## config.mk

```make
export PLATFORM = sky130hd
export DESIGN_NAME = mc_core
export DESIGN_NICKNAME = d
export VERILOG_FILES = /design/src/rtl/mc_pkg.sv /design/src/rtl/mc_useq.sv /design/src/rtl/mc_rf.sv /design/src/rtl/mc_dpath.sv /design/src/rtl/mc_core.sv
export SDC_FILE = /design/constraint.sdc
export NUM_CORES = 2
export LEC_CHECK = 0
export ABC_AREA = 0
export BUFFER_PORTS_ARGS = -buffer_cell sky130_fd_sc_hd__buf_2
export CAP_MARGIN = 30
export CORE_MARGIN = 8
export CORE_UTILIZATION = 61
export DETAILED_ROUTE_END_ITERATION = 6
export PLACE_DENSITY_LB_ADDON = 0.08
export RECOVER_POWER = 25
export SETUP_SLACK_MARGIN = 0.15
export SYNTH_ARGS = -nofsm -noshare
export SYNTH_HDL_FRONTEND = slang
export SYNTH_HIERARCHICAL = 1
export SYNTH_SLANG_ARGS = --single-unit
```

## constraint.sdc

```tcl
create_clock -name clk -period 5.25 [get_ports clk]
set_input_delay 0.525 -clock clk [delete_from_list [all_inputs] [get_ports clk]]
set_output_delay 0.525 -clock clk [all_outputs]
set_load 0.005 [all_outputs]
```

## src/rtl/mc_pkg.sv

```systemverilog
package mc_pkg;
    typedef enum logic [2:0] {
        US_ADDR   = 3'd0,
        US_READ   = 3'd1,
        US_LOAD   = 3'd2,
        US_DECODE = 3'd3,
        US_EXEC   = 3'd4,
        US_WBACK  = 3'd5
    } ustep_e;

    typedef struct packed {
        logic mar_ld;
        logic mdr_ld;
        logic ir_ld;
        logic temp_ld;
        logic rf_we;
        logic ip_adv;
    } uctl_t;

    localparam logic [7:0] OPC_ADD = 8'h01;
endpackage

```

## src/rtl/mc_useq.sv

```systemverilog
module mc_useq
    import mc_pkg::*;
(
    input  logic   clk,
    input  logic   rst_n,
    input  logic   halt,
    input  logic   is_add,
    output ustep_e step,
    output uctl_t  ctl
);
    ustep_e step_nx;

    always_comb begin
        step_nx = step;
        unique case (step)
            US_ADDR:   step_nx = US_READ;
            US_READ:   step_nx = US_LOAD;
            US_LOAD:   step_nx = US_DECODE;
            US_DECODE: step_nx = is_add ? US_EXEC : US_WBACK;
            US_EXEC:   step_nx = US_WBACK;
            US_WBACK:  step_nx = US_ADDR;
            default:   step_nx = US_ADDR;
        endcase
    end

    always_ff @(posedge clk) begin
        if (!rst_n)
            step <= US_ADDR;
        else if (!halt)
            step <= step_nx;
    end

    always_comb begin
        ctl = '0;
        if (!halt) begin
            unique case (step)
                US_ADDR:   ctl.mar_ld = 1'b1;
                US_READ:   ctl.mdr_ld = 1'b1;
                US_LOAD:   ctl.ir_ld = 1'b1;
                US_DECODE: ;
                US_EXEC:   ctl.temp_ld = 1'b1;
                US_WBACK: begin
                    ctl.rf_we  = is_add;
                    ctl.ip_adv = 1'b1;
                end
                default: ;
            endcase
        end
    end

    a_r2_fetch_order: assert property (@(posedge clk) disable iff (!rst_n)
        (step == US_ADDR && !halt) |=> (step == US_READ));
    a_r4_nop_skips_exec: assert property (@(posedge clk) disable iff (!rst_n)
        (step == US_DECODE && !halt && !is_add) |=> (step == US_WBACK));
    a_r6_wback_return: assert property (@(posedge clk) disable iff (!rst_n)
        (step == US_WBACK && !halt) |=> (step == US_ADDR));
    a_r7_halt_hold: assert property (@(posedge clk) disable iff (!rst_n)
        halt |=> $stable(step));
endmodule

```

## src/rtl/mc_rf.sv

```systemverilog
module mc_rf #(
    parameter int XLEN = 32,
    parameter int NREG = 16,
    localparam int RAW = $clog2(NREG)
) (
    input  logic            clk,
    input  logic            rst_n,
    input  logic            we,
    input  logic [RAW-1:0]  wsel,
    input  logic [XLEN-1:0] wdata,
    input  logic [RAW-1:0]  rsel_a,
    input  logic [RAW-1:0]  rsel_b,
    input  logic [RAW-1:0]  rsel_p,
    output logic [XLEN-1:0] rdata_a,
    output logic [XLEN-1:0] rdata_b,
    output logic [XLEN-1:0] rdata_p
);
    logic [XLEN-1:0] regs [NREG];

    always_ff @(posedge clk) begin
        if (!rst_n) begin
            for (int k = 0; k < NREG; k++)
                regs[k] <= XLEN'(k);
        end else if (we) begin
            regs[wsel] <= wdata;
        end
    end

    assign rdata_a = regs[rsel_a];
    assign rdata_b = regs[rsel_b];
    assign rdata_p = regs[rsel_p];

    a_r3_write_lands: assert property (@(posedge clk) disable iff (!rst_n)
        we |=> (regs[$past(wsel)] == $past(wdata)));
    a_r4_no_write_holds: assert property (@(posedge clk) disable iff (!rst_n)
        !we |=> (regs[$past(rsel_p)] == $past(rdata_p)));
endmodule

```

## src/rtl/mc_dpath.sv

```systemverilog
module mc_dpath
    import mc_pkg::*;
#(
    parameter int XLEN  = 32,
    parameter int NREG  = 16,
    parameter int IWORDS = 16,
    localparam int RAW = $clog2(NREG),
    localparam int IAW = $clog2(IWORDS)
) (
    input  logic            clk,
    input  logic            rst_n,
    input  uctl_t           ctl,
    input  logic            imem_we,
    input  logic [IAW-1:0]  imem_waddr,
    input  logic [XLEN-1:0] imem_wdata,
    input  logic [XLEN-1:0] opa,
    input  logic [XLEN-1:0] opb,
    output logic [XLEN-1:0] temp,
    output logic [XLEN-1:0] ip,
    output logic [XLEN-1:0] ir,
    output logic            is_add,
    output logic [RAW-1:0]  dst,
    output logic [RAW-1:0]  srca,
    output logic [RAW-1:0]  srcb
);
    localparam int OPW = 8;

    logic [XLEN-1:0] imem [IWORDS];
    logic [IAW-1:0]  mar;
    logic [XLEN-1:0] mdr;

    always_ff @(posedge clk) begin
        if (imem_we)
            imem[imem_waddr] <= imem_wdata;
    end

    always_ff @(posedge clk) begin
        if (!rst_n) begin
            mar  <= '0;
            mdr  <= '0;
            ir   <= '0;
            temp <= '0;
            ip   <= '0;
        end else begin
            if (ctl.mar_ld)  mar  <= ip[IAW+1:2];
            if (ctl.mdr_ld)  mdr  <= imem[mar];
            if (ctl.ir_ld)   ir   <= mdr;
            if (ctl.temp_ld) temp <= opa + opb;
            if (ctl.ip_adv)  ip   <= ip + XLEN'(4);
        end
    end

    assign is_add = (ir[XLEN-1 -: OPW] == OPC_ADD);
    assign dst    = ir[XLEN-OPW-1 -: RAW];
    assign srca   = ir[XLEN-OPW-RAW-1 -: RAW];
    assign srcb   = ir[XLEN-OPW-2*RAW-1 -: RAW];

    a_r5_ip_step: assert property (@(posedge clk) disable iff (!rst_n)
        ctl.ip_adv |=> (ip == $past(ip) + XLEN'(4)));
    a_r5_ip_hold: assert property (@(posedge clk) disable iff (!rst_n)
        !ctl.ip_adv |=> $stable(ip));
    a_r2_ir_from_mdr: assert property (@(posedge clk) disable iff (!rst_n)
        ctl.ir_ld |=> (ir == $past(mdr)));
endmodule

```

## src/rtl/mc_core.sv

```systemverilog
module mc_core
    import mc_pkg::*;
#(
    parameter int XLEN   = 32,
    parameter int NREG   = 16,
    parameter int IWORDS = 16,
    localparam int RAW = $clog2(NREG),
    localparam int IAW = $clog2(IWORDS)
) (
    input  logic            clk,
    input  logic            rst_n,
    input  logic            halt,
    input  logic            imem_we,
    input  logic [IAW-1:0]  imem_waddr,
    input  logic [XLEN-1:0] imem_wdata,
    input  logic [RAW-1:0]  peek_sel,
    output logic [XLEN-1:0] peek_data,
    output logic [XLEN-1:0] ip_o,
    output logic [XLEN-1:0] ir_o,
    output logic [2:0]      ustep_o
);
    ustep_e          step;
    uctl_t           ctl;
    logic            is_add;
    logic [RAW-1:0]  dst, srca, srcb;
    logic [XLEN-1:0] opa, opb, temp;

    mc_useq u_seq (
        .clk    (clk),
        .rst_n  (rst_n),
        .halt   (halt),
        .is_add (is_add),
        .step   (step),
        .ctl    (ctl)
    );

    mc_dpath #(.XLEN(XLEN), .NREG(NREG), .IWORDS(IWORDS)) u_dp (
        .clk        (clk),
        .rst_n      (rst_n),
        .ctl        (ctl),
        .imem_we    (imem_we),
        .imem_waddr (imem_waddr),
        .imem_wdata (imem_wdata),
        .opa        (opa),
        .opb        (opb),
        .temp       (temp),
        .ip         (ip_o),
        .ir         (ir_o),
        .is_add     (is_add),
        .dst        (dst),
        .srca       (srca),
        .srcb       (srcb)
    );

    mc_rf #(.XLEN(XLEN), .NREG(NREG)) u_rf (
        .clk     (clk),
        .rst_n   (rst_n),
        .we      (ctl.rf_we),
        .wsel    (dst),
        .wdata   (temp),
        .rsel_a  (srca),
        .rsel_b  (srcb),
        .rsel_p  (peek_sel),
        .rdata_a (opa),
        .rdata_b (opb),
        .rdata_p (peek_data)
    );

    assign ustep_o = step;

    a_r7_halt_ip: assert property (@(posedge clk) disable iff (!rst_n)
        halt |=> $stable(ip_o));
    a_r7_halt_ir: assert property (@(posedge clk) disable iff (!rst_n)
        halt |=> $stable(ir_o));
endmodule

```

==> results by group <==
Synth
  – Cell type contributing the most total cell area after synthesis: sky130_fd_sc_hd__edfxtp_1
  – Synth Register Bits: 1157
  – Synth top area cells: sky130_fd_sc_hd__edfxtp_1, sky130_fd_sc_hd__mux4_2, sky130_fd_sc_hd__and2_1
  – Top_reg_cell synth: sky130_fd_sc_hd__edfxtp_1
  – Yosys warning count: 6
  – Mapped Cells: 3451
  – Cell area after synthesis: 56700 µm²
  – Number of synthesized flops with an enable pin: 1024
  – Sequential share of the synthesized area: 58.9%
  – Number of distinct library cell variants in the gate-level netlist after synthesis: 77
  – Mean instance size in the synthesized netlist: 16.4 µm²
  – Area share of the leading cell type in the synthesized netlist: 54.2%
  – Post-synth ARST share: 0%

Place
  – Placed wire-length estimate after detailed placement: 92600 µm
  – I/O Buffers: 140
  – Final weighted congestion in routability-driven placement: 0.850
  – Worst setup timing slack at the placement stage: 775 ps

Setup path
  – Kind of end point of the critical path: flip-flop
  – Type of origin of the critical path: flip-flop
  – Worst setup path class: flip-flop to flip-flop
  – Worst endpoint required time: 5840 ps
  – Critical path data arrival time: 5140 ps
  – Critical Path Fanout Max: 25

Floorplanning
  – Core Area: 92800 µm²
  – Initial cell density of the core: 61.1%
  – Top Ports: 143
  – Num rows: 112
  – Height of the chip: 321 µm
  – Die outline area: 103000 µm²
  – Chip Width: 321 µm

Job
  – Max capacitance violation total: 2

Route
  – Detailed Route Iter0 Violations: 4693
  – Routed via count divided by cell count: 7.03
  – Number of antenna-violating nets in the routed design: 0
  – Post-route DRC: 0
  – Post-detailed-routing wire length: 161000 µm
  – DRT Pass-1 Iters: 6
  – Post-detailed-route wirelength per cell: 32.9 µm
  – Number of vias in the routed layout: 34400

GRT
  – Wire length of the first global-routing pass: 234000 µm
  – Maximum number of pins on one net before global-route repair: 123
  – Grt total ovfl: 0
  – Number of antenna violations at the first check in global routing: 8
  – GRT Resource Usage Total: 30.9%
  – Vias in the first global route: 35500

Timing
  – Sum of negative setup slack: 0 ps
  – Final-report hold violation count: 0
  – Worst max-slew margin expressed relative to the limit: -11.4%
  – Final-report setup violation count: 0
  – Final critical delay including setup and external delays: 4550 ps
  – Unrepaired setup endpoints after global routing: false
  – Ratio of final minimum period to clock period: 86.7%
  – Number of pins exceeding their max-slew limit in the final report: 28
  – Worst Slack Setup Final: 700 ps
  – Setup Skew: 31.7 ps
  – Worst Tran Pin Value: 1660 ps
  – Peak Freq: 0.220 GHz

Clocking
  – Cts repair resizes: 0
  – Total setup buffers inserted after CTS: 0
  – Hold-fix buffers at CTS: 0
  – CTS root buffer: sky130_fd_sc_hd__clkbuf_16
  – Clock tree from TritonCTS: yes
  – Worst-skew pair later-pin latency: 720 ps
  – CTS Buf Count: 117
  – Buffer levels on the longest clock path: 3
  – CTS H-Tree Depth: 3
  – CTS clock-pin slew for the worst setup and hold paths: 60 ps
  – Number of clock sinks: 1157

Layout
  – Relative area change from synthesis to final layout: 11.2%
  – Area of the multi-input gates: 22200 µm²
  – Commonest cells after routing, fill and taps aside: sky130_fd_sc_hd__edfxtp_1, sky130_fd_sc_hd__mux4_2, sky130_fd_sc_hd__and2_1
  – Fill count: 6118
  – Fraction of layout instances using a drive strength above 1: 28.5%
  – Sequential cell area: 33400 µm²
  – Leading cell type in the layout, fill and taps excluded: sky130_fd_sc_hd__edfxtp_1
  – Nets: 3597

Status
  – Failing checks: capacitance limit, slew limit
  – Result of the run: finished, violations left

Power
  – Worst vdd rail ir drop: 0.000385 V
  – Power after layout: 20100 µW
  – Leakage: 0.0206 µW
  – Power Dens Cells: 319 nW/µm²

Hold path
  – Class of the most critical hold timing path: input pin to flip-flop
-- final timing paths --
check / from / slack [ps] / to / cells past startpoint
setup / recovery: u_dp/ir[12] / 700 / u_dp/temp[28] / 12
setup reg to reg: u_dp/ir[12] / 700 / u_dp/temp[28] / 12
hold / removal: rst_n / 120 / u_seq/step[1] / 2
hold reg to reg: u_dp/mdr[23] / 510 / u_dp/ir[23] / 2
-- Yosys cell counts (7+ instances only) --
master	n
sky130_fd_sc_hd__a21boi_0	10
sky130_fd_sc_hd__a21oi_1	32
sky130_fd_sc_hd__a22oi_1	192
sky130_fd_sc_hd__and2_1	513
sky130_fd_sc_hd__and3_1	9
sky130_fd_sc_hd__buf_1	39
sky130_fd_sc_hd__buf_2	36
sky130_fd_sc_hd__buf_4	45
sky130_fd_sc_hd__clkbuf_1	177
sky130_fd_sc_hd__dfxtp_1	133
sky130_fd_sc_hd__edfxtp_1	1024
sky130_fd_sc_hd__ha_1	32
sky130_fd_sc_hd__inv_1	9
sky130_fd_sc_hd__mux2i_1	90
sky130_fd_sc_hd__mux4_2	544
sky130_fd_sc_hd__nand2_1	132
sky130_fd_sc_hd__nand2b_1	16
sky130_fd_sc_hd__nand3_1	22
sky130_fd_sc_hd__nand3b_1	14
sky130_fd_sc_hd__nand4_1	11
sky130_fd_sc_hd__nor2_1	55
sky130_fd_sc_hd__nor2b_1	97
sky130_fd_sc_hd__nor3_1	8
sky130_fd_sc_hd__o211ai_1	7
sky130_fd_sc_hd__o21ai_0	32
sky130_fd_sc_hd__o21bai_1	7
sky130_fd_sc_hd__or3_1	37
sky130_fd_sc_hd__xnor2_1	32
sky130_fd_sc_hd__xor2_1	12
-- cell families after synthesis --
| kind of cell | after synthesis | share of synthesized area, % |
|---|---|---|
| AO/OA/AOI/OAI | 324 | 4.19 |
| XOR/XNOR | 44 | 0.680 |
| buffers and inverters | 313 | 2.50 |
| flip-flops | 1157 | 58.9 |
| AND/OR/NAND/NOR | 945 | 9.74 |
| other | 1 | 0.00662 |
| multiplexers | 634 | 23.2 |
| adder cells (fa/ha/maj) | 33 | 0.742 |
-- report_power, final --
group | total [µW] | leakage, µW | internal [µW] | switching, µW
sequential | 10400 | 0.0109 | 10200 | 138
clock | 8650 | 0.00192 | 5020 | 3630
combinational | 1090 | 0.00783 | 443 | 643
total | 20100 | 0.0206 | 15700 | 4410
-- state kept, by name, summed over array words and instances, names as in the netlist --
register,count
u_rf/regs,512
u_dp/imem,512
u_dp/ip,30
u_seq/step,3
u_dp/temp,32
u_dp/mar,4
u_dp/mdr,32
u_dp/ir,32
-- through the flow --
step	hold slack [ps]	utilization, %	instances	instance area (µm²)
final	124	68.0	4884	63100
after floorplan	482	-	3452	56700
after global placement	492	63.6	4648	59000
after global routing	107	68.0	4881	63000
after CTS	144	68.0	4875	63100
after detailed placement	508	63.7	4652	59100
-- final cells by class --
type | count | share of cell area [%]
inverters | 9 | 0.0536
clock inverters | 77 | 1.40
clock buffers | 146 | 4.94
repair buffers | 253 | 2.81
well taps | 1254 | 2.49
multi-input cells | 1982 | 35.3
diodes | 6 | 0.0238
flip-flops and latches | 1157 | 53.0
-- per-layer routing --
metal	vias up	track usage (%)	wire, µm
li1	13900	-	-
met1	17800	39.5	57000
met2	2199	51.0	79000
met3	488	7.12	17100
met4	2	14.0	7510
met5	-	0	15
-- worst max-delay path, stage by stage (launching register included) --
cell and delay [ps]:
sky130_fd_sc_hd__dfxtp_4 710, sky130_fd_sc_hd__mux4_2 580, sky130_fd_sc_hd__a22oi_1 330, sky130_fd_sc_hd__nand2_1 170
sky130_fd_sc_hd__fa_1 470, sky130_fd_sc_hd__a21oi_2 230, sky130_fd_sc_hd__o21ai_1 180, sky130_fd_sc_hd__a211oi_2 520
sky130_fd_sc_hd__nor3_2 170, sky130_fd_sc_hd__o41ai_4 530, sky130_fd_sc_hd__a211oi_2 160, sky130_fd_sc_hd__o2111ai_1 210
sky130_fd_sc_hd__o311ai_1 120
Note: power is estimated with default switching activity, not from simulation.
